--- src/rtl/seg_xlate_pkg.sv ---
package seg_xlate_pkg;

  typedef enum logic [2:0] {
    FLT_NONE    = 3'd0,
    FLT_RANGE   = 3'd1,
    FLT_INVALID = 3'd2,
    FLT_BOUNDS  = 3'd3,
    FLT_PRIV    = 3'd4
  } fault_e;

  typedef enum logic [1:0] {
    ACC_RD  = 2'd0,
    ACC_WR  = 2'd1,
    ACC_EX  = 2'd2,
    ACC_BAD = 2'd3
  } acc_e;

  localparam int unsigned PERM_RD = 0;
  localparam int unsigned PERM_WR = 1;
  localparam int unsigned PERM_EX = 2;
  localparam int unsigned PERM_W  = 3;

endpackage

--- src/rtl/seg_tbl_ram.sv ---
module seg_tbl_ram #(
  parameter int unsigned DEPTH = 16,
  parameter int unsigned DW    = 32,
  localparam int unsigned IDX_W = $clog2(DEPTH)
) (
  input  logic             clk_i,
  input  logic             rst_ni,
  input  logic             we_i,
  input  logic [IDX_W-1:0] waddr_i,
  input  logic [DW-1:0]    wdata_i,
  input  logic             wvld_i,
  input  logic [IDX_W-1:0] raddr_i,
  output logic [DW-1:0]    rdata_o,
  output logic             rvld_o
);

  logic [DW-1:0] mem_q [DEPTH];
  logic [DEPTH-1:0] vld_q;

  // payload without reset; valid flags cleared on reset
  always_ff @(posedge clk_i) begin
    if (we_i) mem_q[waddr_i] <= wdata_i;
    rdata_o <= mem_q[raddr_i];
  end

  always_ff @(posedge clk_i or negedge rst_ni) begin
    if (!rst_ni) begin
      vld_q  <= '0;
      rvld_o <= 1'b0;
    end else begin
      if (we_i) vld_q[waddr_i] <= wvld_i;
      rvld_o <= vld_q[raddr_i];
    end
  end

  p_vld_cleared_r1: assert property (@(posedge clk_i) disable iff (!rst_ni)
    (we_i && !wvld_i) |=> !vld_q[$past(waddr_i)]);

endmodule

--- src/rtl/seg_chk.sv ---
module seg_chk
  import seg_xlate_pkg::*;
#(
  parameter int unsigned OFF_W = 12,
  parameter int unsigned PA_W  = 20
) (
  input  logic              seg_ok_i,
  input  logic              e_vld_i,
  input  logic [PERM_W-1:0] e_perm_i,
  input  logic [OFF_W:0]    e_len_i,
  input  logic [PA_W-1:0]   e_base_i,
  input  logic [OFF_W-1:0]  off_i,
  input  logic [1:0]        acc_i,
  output fault_e            fault_o,
  output logic [PA_W-1:0]   paddr_o
);

  logic len_ok, perm_ok;
  logic [PA_W-1:0] sum;

  assign len_ok = {1'b0, off_i} < e_len_i;

  always_comb begin
    unique case (acc_e'(acc_i))
      ACC_RD:  perm_ok = e_perm_i[PERM_RD];
      ACC_WR:  perm_ok = e_perm_i[PERM_WR];
      ACC_EX:  perm_ok = e_perm_i[PERM_EX];
      default: perm_ok = 1'b0;
    endcase
  end

  generate
    if (PA_W > OFF_W) begin : g_wide
      assign sum = e_base_i + {{(PA_W-OFF_W){1'b0}}, off_i};
    end else begin : g_narrow
      assign sum = e_base_i + off_i[PA_W-1:0];
    end
  endgenerate

  // fixed priority: range, valid, length, privilege
  always_comb begin
    fault_o = FLT_NONE;
    paddr_o = '0;
    if (!seg_ok_i)     fault_o = FLT_RANGE;
    else if (!e_vld_i) fault_o = FLT_INVALID;
    else if (!len_ok)  fault_o = FLT_BOUNDS;
    else if (!perm_ok) fault_o = FLT_PRIV;
    else               paddr_o = sum;
  end

endmodule

--- src/rtl/seg_xlate.sv ---
module seg_xlate
  import seg_xlate_pkg::*;
#(
  parameter int unsigned SEG_W = 4,
  parameter int unsigned OFF_W = 12,
  parameter int unsigned PA_W  = 20,
  parameter int unsigned DEPTH = 16,
  localparam int unsigned IDX_W = $clog2(DEPTH),
  localparam int unsigned CNT_W = SEG_W + 1,
  localparam int unsigned DW    = PA_W + OFF_W + 1 + PERM_W
) (
  input  logic             clk_i,
  input  logic             rst_ni,
  input  logic             cfg_we_i,
  input  logic [IDX_W-1:0] cfg_start_i,
  input  logic [CNT_W-1:0] cfg_count_i,
  input  logic             ld_we_i,
  input  logic [IDX_W-1:0] ld_row_i,
  input  logic [PA_W-1:0]  ld_base_i,
  input  logic [OFF_W:0]   ld_len_i,
  input  logic             ld_vld_i,
  input  logic [2:0]       ld_perm_i,
  input  logic             req_valid_i,
  input  logic [SEG_W-1:0] req_seg_i,
  input  logic [OFF_W-1:0] req_off_i,
  input  logic [1:0]       req_acc_i,
  output logic             rsp_valid_o,
  output logic [PA_W-1:0]  rsp_paddr_o,
  output logic [2:0]       rsp_fault_o
);

  logic [IDX_W-1:0] start_q;
  logic [CNT_W-1:0] count_q;
  logic [IDX_W-1:0] seg_idx, rd_idx;
  logic             seg_ok;

  logic             s1_vld, s1_seg_ok;
  logic [OFF_W-1:0] s1_off;
  logic [1:0]       s1_acc;

  logic [DW-1:0]    e_data;
  logic             e_vld;
  fault_e           chk_fault;
  logic [PA_W-1:0]  chk_paddr;

  always_ff @(posedge clk_i or negedge rst_ni) begin
    if (!rst_ni) begin
      start_q <= '0;
      count_q <= '0;
    end else if (cfg_we_i) begin
      start_q <= cfg_start_i;
      count_q <= cfg_count_i;
    end
  end

  generate
    if (SEG_W >= IDX_W) begin : g_seg_trunc
      assign seg_idx = req_seg_i[IDX_W-1:0];
    end else begin : g_seg_ext
      assign seg_idx = {{(IDX_W-SEG_W){1'b0}}, req_seg_i};
    end
  endgenerate

  assign rd_idx = start_q + seg_idx;
  assign seg_ok = {1'b0, req_seg_i} < count_q;

  seg_tbl_ram #(.DEPTH(DEPTH), .DW(DW)) u_ram (
    .clk_i   (clk_i),
    .rst_ni  (rst_ni),
    .we_i    (ld_we_i),
    .waddr_i (ld_row_i),
    .wdata_i ({ld_perm_i, ld_len_i, ld_base_i}),
    .wvld_i  (ld_vld_i),
    .raddr_i (rd_idx),
    .rdata_o (e_data),
    .rvld_o  (e_vld)
  );

  always_ff @(posedge clk_i or negedge rst_ni) begin
    if (!rst_ni) begin
      s1_vld    <= 1'b0;
      s1_seg_ok <= 1'b0;
      s1_off    <= '0;
      s1_acc    <= '0;
    end else begin
      s1_vld    <= req_valid_i;
      s1_seg_ok <= seg_ok;
      s1_off    <= req_off_i;
      s1_acc    <= req_acc_i;
    end
  end

  seg_chk #(.OFF_W(OFF_W), .PA_W(PA_W)) u_chk (
    .seg_ok_i (s1_seg_ok),
    .e_vld_i  (e_vld),
    .e_perm_i (e_data[DW-1 -: PERM_W]),
    .e_len_i  (e_data[PA_W +: OFF_W+1]),
    .e_base_i (e_data[PA_W-1:0]),
    .off_i    (s1_off),
    .acc_i    (s1_acc),
    .fault_o  (chk_fault),
    .paddr_o  (chk_paddr)
  );

  always_ff @(posedge clk_i or negedge rst_ni) begin
    if (!rst_ni) begin
      rsp_valid_o <= 1'b0;
      rsp_paddr_o <= '0;
      rsp_fault_o <= '0;
    end else begin
      rsp_valid_o <= s1_vld;
      rsp_paddr_o <= s1_vld ? chk_paddr : '0;
      rsp_fault_o <= s1_vld ? chk_fault : FLT_NONE;
    end
  end

  p_req_stage_r2: assert property (@(posedge clk_i) disable iff (!rst_ni)
    req_valid_i |=> s1_vld);
  p_rsp_stage_r2: assert property (@(posedge clk_i) disable iff (!rst_ni)
    s1_vld |=> rsp_valid_o);
  p_idle_quiet_r2: assert property (@(posedge clk_i) disable iff (!rst_ni)
    !rsp_valid_o |-> (rsp_fault_o == 3'd0 && rsp_paddr_o == '0));
  p_range_first_r3: assert property (@(posedge clk_i) disable iff (!rst_ni)
    (s1_vld && !s1_seg_ok) |=> rsp_fault_o == FLT_RANGE);
  p_invalid_r4: assert property (@(posedge clk_i) disable iff (!rst_ni)
    (s1_vld && s1_seg_ok && !e_vld) |=> rsp_fault_o == FLT_INVALID);
  p_fault_zero_r10: assert property (@(posedge clk_i) disable iff (!rst_ni)
    (rsp_valid_o && rsp_fault_o != 3'd0) |-> rsp_paddr_o == '0);

endmodule

--- config.mk ---
export PLATFORM = sky130hd
export DESIGN_NAME = seg_xlate
export DESIGN_NICKNAME = d
export VERILOG_FILES = /design/src/rtl/seg_xlate_pkg.sv /design/src/rtl/seg_tbl_ram.sv /design/src/rtl/seg_chk.sv /design/src/rtl/seg_xlate.sv
export SDC_FILE = /design/constraint.sdc
export NUM_CORES = 1
export LEC_CHECK = 0
export ABC_AREA = 0
export BUFFER_PORTS_ARGS = -buffer_cell sky130_fd_sc_hd__buf_2
export CAP_MARGIN = 5
export CORE_MARGIN = 2
export CORE_UTILIZATION = 55
export CTS_CLUSTER_DIAMETER = 200
export CTS_CLUSTER_SIZE = 20
export DETAILED_ROUTE_END_ITERATION = 6
export PLACE_DENSITY_LB_ADDON = 0.05
export SLEW_MARGIN = 25
export SYNTH_ARGS = -nofsm -noshare
export SYNTH_HDL_FRONTEND = slang
export SYNTH_HIERARCHICAL = 1
export SYNTH_SLANG_ARGS = --single-unit
--- constraint.sdc ---
create_clock -name clk_i -period 3.4 [get_ports clk_i]
set_clock_uncertainty 0.05 [all_clocks]
set_input_delay 0.17 -clock clk_i [delete_from_list [all_inputs] [get_ports clk_i]]
set_output_delay 0.17 -clock clk_i [all_outputs]
set_load 0.1 [all_outputs]
# Word-level counts from Yosys, hierarchy flattened
# Memories as Yosys holds them, arrays and structs flattened. A register that Yosys moved wholly into a read port is not among the register bits.
# Cells that the tools add are included.
# classes
addsub	2
order_cmp	5
eq_ne	2
mux	18
n_reduce_logical	2
# op_table
operator	n
20-bit 2-to-1 mux	5
20-bit by 12-bit adder with 20-bit output	1
16-bit bitwise mux	1
3-bit 2-to-1 mux	5
12-bit by 13-bit less-than comparator with 1-bit output	1
4-bit by 5-bit less-than comparator with 1-bit output, second input constant	2
4-bit by 5-bit less-than comparator with 1-bit output	1
4-bit adder	1
1-bit binary-select mux with 4-bit select	1
1-bit demux with 4-bit select	1
4-bit by 1-bit >= comparator with 1-bit output, second input constant	1
1-bit 2-to-1 mux	4
1-bit case mux with 3 select lines	1
2-bit by 1-bit == test with 1-bit output, second input constant	1
2-bit == test, second input constant	1
2-bit logical NOT	1
1-bit logical AND	1
# totals
reg_bits	66
ram_bits	576
inputBits	73
output_inout_bits	24
word_cells	41
mem_count	1
# mem_list
name	depth	width	rd	rd_ports_with_merged_regs	write_ports	line	source
u_ram.mem_q	16	36	1	1	1	seg_tbl_ram.sv:17	logic [DW-1:0] mem_q [DEPTH];

# Longest topological paths before layout
# logic_depth
word_depth	7
ltp_mapped	10
ltp_nobuf	9

# Hierarchy
# Netlist, hierarchy kept.
# modules_own_cells
mod	n_inst	cells_each	area_each_um2	seq_area_each_um2
seg_tbl_ram	1	980	23052.1	18442.7
seg_xlate	1	108	1685.4	1226.2
seg_chk	1	173	1246.2	0.0

# Least setup slack after synthesis
# Ideal clock, no wire load.
# synth_timing
path_kind	input -> register
from	input ld_row_i[2]
to	register u_ram.vld_q[0]
setup_ns	0.125
t_arrival_ns	3.708
setup_slack_ns	-0.483
cell_stages	3
path_cell_list	or3b_2 > nor3_1 > mux2_2
# synth_between
elab_chain_cells	5
elab_cells_between_ends	6
cone_classes	order compare: 2; mux: 3; reduce/logical: 1
# synth_lines
element	line	source
start, declared	seg_xlate.sv:18	input logic [IDX_W-1:0] ld_row_i,
4-bit by 5-bit less-than comparator with 1-bit output (implied by the code) or 4-bit by 1-bit >= comparator with 1-bit output (tied branches)	seg_tbl_ram.sv:31	if (we_i) vld_q[waddr_i] <= wvld_i;
1-bit logical AND (implied by the code)	seg_tbl_ram.sv:31	
1-bit 2-to-1 mux (implied by the code)	seg_tbl_ram.sv:31	
1-bit demux with 4-bit select *	n/a	
16-bit bitwise mux *	seg_tbl_ram.sv:31	
end signal, assigned by index	seg_tbl_ram.sv:31	
end, declared	seg_tbl_ram.sv:18	logic [DEPTH-1:0] vld_q;
# Mark *: on every way between the ends. The rest lies on a longest branch, timed or not.
# A chain may end at the register's enable or synchronous reset.

# Final worst setup path
# layout_timing
from	register start_q[0]
to	register u_ram.rdata_o[1] (read register of u_ram.mem_q)
# layout_between
elab_chain_cells	1
# layout_lines
element	line	source
start, declared	seg_xlate.sv:32	logic [IDX_W-1:0] start_q;
start signal, assigned	seg_xlate.sv:51	start_q <= cfg_start_i;
4-bit adder	seg_xlate.sv:64	assign rd_idx = start_q + seg_idx;
named net rd_idx[1]	seg_xlate.sv:34	logic [IDX_W-1:0] seg_idx, rd_idx;
end, declared	seg_tbl_ram.sv:13	output logic [DW-1:0] rdata_o,
# The timed path passes the listed nets, and every way through them passes these cells.

==> flow_metrics.tcl <==
set metrics [dict create \
    drt_iter0_markers 1140 \
    grt_pass1_vias 13000 \
    ant_nets 0 \
    detailed_routing_iterations_pass_1 5 \
    hp-class "in -> async" \
    global_route.overflow_total 0 \
    total_switching_power_mw 4.86 \
    critPathTopFamily "adder cells" \
    mappedNetlistNets 1365 \
    grt_util_all_layers 0.237 \
    powerDensity_mw_per_mm2 611 \
    relative_slew_slack 0.337 \
    post_synthesis_instance_total 1261 \
    vdd.ir_drop.worst_mv 0.579 \
    finish.cell_count_without_fillers 2113 \
    final.setup.tns_ps 0 \
    fin_total_pwr_mw 18.2 \
    cts_tree "built" \
    min_period_over_period 0.875 \
    die_y_um 221 \
    cp.arrival_ps 3390 \
    synth_top_cell_by_area "sky130_fd_sc_hd__edfxtp_1" \
    cts-htree-levels 2 \
    run_status "finished clean" \
    critical-path-slowest-cell "sky130_fd_sc_hd__fa_4" \
    ioPinCount 97 \
    synth_top_cells_by_area "sky130_fd_sc_hd__edfxtp_1 67%, sky130_fd_sc_hd__mux4_2 13%, sky130_fd_sc_hd__dfrtp_1 6.4%" \
    timing.critical_path.slowest_cell_delay_ps 1180 \
    maxClockFrequency_ghz 0.336 \
    setup.worst_path.start_class "register" \
    tritoncts_num_sinks 678 \
    clkPwrFrac 0.264 \
    total_of_buffers_placed_on_input_and_output_ports 96 \
    clkSlewWorstSetupHoldPaths_ps 80 \
    postLayoutCellArea_mm2 0.0298 \
    post_dr_wirelength_cell_um 27.0 \
    final_layout_size_suffix_gt1_frac 0.268 \
    timing.max_cap.violations 0 \
    worstPathCellList "ha_4 -> fa_4 -> buf_12 -> mux4_2 -> a22oi_1 -> nand2_1" \
    cts_resized 0 \
    synthesis.area_per_instance_um2 20.6 \
    detailed_place_hpwl_um 34100 \
    setup.worst_path.class "reg -> reg" \
    detail_route.vias_per_cell 5.99 \
    antenna_found_initial 1 \
    rsz0062_at_grt "false" \
    worst_pin_slew_ps 992 \
    period_needed_ps 2970 \
    floorplan.initialDensity 0.558 \
    grt_first_pass_wirelength_um 84900 \
    placed_area_mm2 0.0279 \
    synth_seq_area_share 0.757 \
    seq_power_share 0.537 \
    floorplan.core_area_mm2 0.0466 \
    mappedNetlistArea_mm2 0.0260 \
    finalMaxSlewViolations 0 \
    dieWidth_um 221 \
    timing.critical_path.required_ps 3820 \
    internal_power_component_mw 13.3 \
    yosysTopAreaCellShare 0.666 \
    n_fill_cell 3170 \
    grt_start_max_net_pins 43 \
    worstSkewPairLatency_ps 580 \
    place_inst 1966 \
    drt-total-wl_um 57000 \
    switching_share 0.267 \
    drc_errors 0 \
    post-cts-setup-buffer-count 0 \
    timing.critical_path.buf_inv 1 \
    synth_seq_cells 678 \
    die-area_mm2 0.0490 \
    synthesis.yosys.warnings 6 \
    leakage_nw 10.1 \
    clock_path_buffers 3 \
    cts-root-buf "sky130_fd_sc_hd__clkbuf_16" \
    area_growth_syn_to_layout_pct 14.5 \
    number_of_buffers_added_by_the_clock_tree_synthesis_step 39 \
    synth.lib_cells_used.distinct 55 \
    timing.final.hold_violations 0 \
    power.combinational.fraction 0.199 \
    final_setup_viols 0 \
    crit_path_max_fanout 25 \
    place_congestion 0.780 \
    critPathCaptureType "register" \
    via_count 12700 \
    finish.net_count 1580 \
    std_cell_rows 79 \
]
==> cell usage after synthesis, drive strengths merged <==
cell type and count:
a2111oi 1, a21boi 2, a21o 5, a21oi 22, a22oi 74, a31o 2
a41oi 1, and2 26, and3 5, and4 1, buf 38, clkbuf 17
dfrtp 66, dfxtp 36, edfxtp 576, fa 2, ha 29, inv 21
mux2 22, mux2i 5, mux4 148, nand2 51, nand2b 4, nand3 13
nand3b 6, nand4 1, nor2 35, nor2b 4, nor3 6, nor3b 2
o211a 1, o211ai 2, o21a 2, o21ai 13, o21bai 2, o22a 1
o31ai 3, or2 1, or3 1, or3b 1, xnor2 9, xor2 4
==> cells by family (layout without fill, tap and decap cells) <==
group                    after synthesis  after routing  share of synthesized area
buffers and inverters                 76            320                     0.0153
other                                  0              1                          0
flip-flops                           678            678                      0.757
XOR/XNOR                              13             13                    0.00438
adder cells (fa/ha/maj)               31             31                     0.0155
AND/OR/NAND/NOR                      157            157                     0.0299
AO/OA/AOI/OAI                        131            131                     0.0377
multiplexers                         175            175                      0.140
==> cells in the final DEF (no fill, tap or decap), types with 3 or more instances in the layout <==
| cell type | synthesis | routed |
|---|---|---|
| sky130_fd_sc_hd__dlygate4sd3_1 | 0 | 76 |
| sky130_fd_sc_hd__clkbuf_16 | 0 | 41 |
| sky130_fd_sc_hd__nand2_1 | 50 | 50 |
| sky130_fd_sc_hd__a21o_1 | 5 | 5 |
| sky130_fd_sc_hd__nand3_1 | 13 | 13 |
| sky130_fd_sc_hd__buf_2 | 8 | 95 |
| sky130_fd_sc_hd__nor3_4 | 0 | 4 |
| sky130_fd_sc_hd__edfxtp_1 | 576 | 576 |
| sky130_fd_sc_hd__mux4_2 | 148 | 148 |
| sky130_fd_sc_hd__a22oi_1 | 74 | 74 |
| sky130_fd_sc_hd__mux2_4 | 4 | 4 |
| sky130_fd_sc_hd__and2_1 | 26 | 25 |
| sky130_fd_sc_hd__clkbuf_1 | 17 | 28 |
| sky130_fd_sc_hd__nand2b_1 | 3 | 3 |
| sky130_fd_sc_hd__and3_1 | 5 | 5 |
| sky130_fd_sc_hd__mux2_2 | 18 | 18 |
| sky130_fd_sc_hd__dfxtp_1 | 36 | 36 |
| sky130_fd_sc_hd__xor2_1 | 4 | 4 |
| sky130_fd_sc_hd__ha_1 | 29 | 28 |
| sky130_fd_sc_hd__dfrtp_1 | 66 | 66 |
| sky130_fd_sc_hd__xnor2_1 | 9 | 9 |
| sky130_fd_sc_hd__a21oi_1 | 20 | 20 |
| sky130_fd_sc_hd__buf_4 | 7 | 31 |
| sky130_fd_sc_hd__o21ai_0 | 11 | 11 |
| sky130_fd_sc_hd__nor2_4 | 0 | 13 |
| sky130_fd_sc_hd__nor2_1 | 34 | 21 |
| sky130_fd_sc_hd__buf_12 | 0 | 27 |
| sky130_fd_sc_hd__mux2i_1 | 5 | 5 |
| sky130_fd_sc_hd__nand3b_1 | 6 | 6 |
| sky130_fd_sc_hd__inv_1 | 21 | 21 |
==> worst paths after layout <==
kind                                             start                      endpoint  slack, ps  cells after the start
min reg2reg                u_ram/vld_q[14]$_DFFE_PN0P_   u_ram/vld_q[14]$_DFFE_PN0P_        460                      1
max in group asynchronous                       rst_ni     rsp_paddr_o[19]$_DFF_PN0_       2520                      3
max                             start_q[0]$_DFFE_PN0P_      u_ram/rdata_o[1]$_DFF_P_        430                      6
min                                             rst_ni        count_q[3]$_DFFE_PN0P_         60                      2
min in group clk_i                         ld_row_i[1]  u_ram/mem_q[8][11]$_DFFE_PP_        160                      2
max reg2reg                     start_q[0]$_DFFE_PN0P_      u_ram/rdata_o[1]$_DFF_P_        430                      6
==> layout make-up <==
| type | instances | area [um^2] | area share |
|---|---|---|---|
| Antenna cell | 1 | 2.50 | 0.0000841 |
| Clock buffer | 70 | 1140 | 0.0385 |
| Inverter | 21 | 78.8 | 0.00265 |
| Multi-Input combinational cell | 507 | 6100 | 0.205 |
| Sequential cell | 678 | 19700 | 0.661 |
| Tap cell | 607 | 759 | 0.0255 |
| Timing Repair Buffer | 229 | 2010 | 0.0675 |
==> metal layers <==
layer  vias up  wire [um]  GRT usage
met5         -          0          0
li1       5549          -          -
met4         0        898     0.0550
met3        53       3740     0.0441
met1      6702      23900      0.336
met2       352      28400      0.389
==> flip-flops by register name, summed over array words and instances, names as in the netlist <==
register	count
count_q	5
rsp_fault_o	3
rsp_paddr_o	20
rsp_valid_o	1
s1_acc	2
s1_off	12
s1_seg_ok	1
s1_vld	1
start_q	4
u_ram/mem_q	576
u_ram/rdata_o	36
u_ram/rvld_o	1
u_ram/vld_q	16
==> worst register-to-register path, cell delays in order, from the launching register on <==
cell and delay [ps]:
sky130_fd_sc_hd__dfrtp_1 410, sky130_fd_sc_hd__ha_4 170, sky130_fd_sc_hd__fa_4 1180, sky130_fd_sc_hd__buf_12 270, sky130_fd_sc_hd__mux4_2 300, sky130_fd_sc_hd__a22oi_1 390
sky130_fd_sc_hd__nand2_1 90
==> stage by stage <==
stage / worst slack (ps) / hold slack (ps) / util
6_report: 426 / 62.4 / 0.639
3_3_place_gp: 497 / 229 / 0.598
5_1_grt: 358 / 103 / 0.639
2_1_floorplan: 517 / -176 / -
3_5_place_dp: 464 / 230 / 0.598
4_1_cts: 447 / 120 / 0.639
==> power groups by stage <==
stage	clock [mW]	sequential, mW	combinational, mW
after floorplan	0	9.96	2.31
after global placement	0	9.95	3.50
after detailed placement	0	9.96	3.55
after CTS	4.94	9.77	3.64
after global routing	5.23	9.82	3.94
final	4.80	9.76	3.63
==> repair_timing <==
item	4_1_cts	5_1_grt
hold buffers	76	0
setup endpoints to repair	0	0
hold endpoints to repair	658	0
No activity file was read; power rests on OpenSTA's default activity.
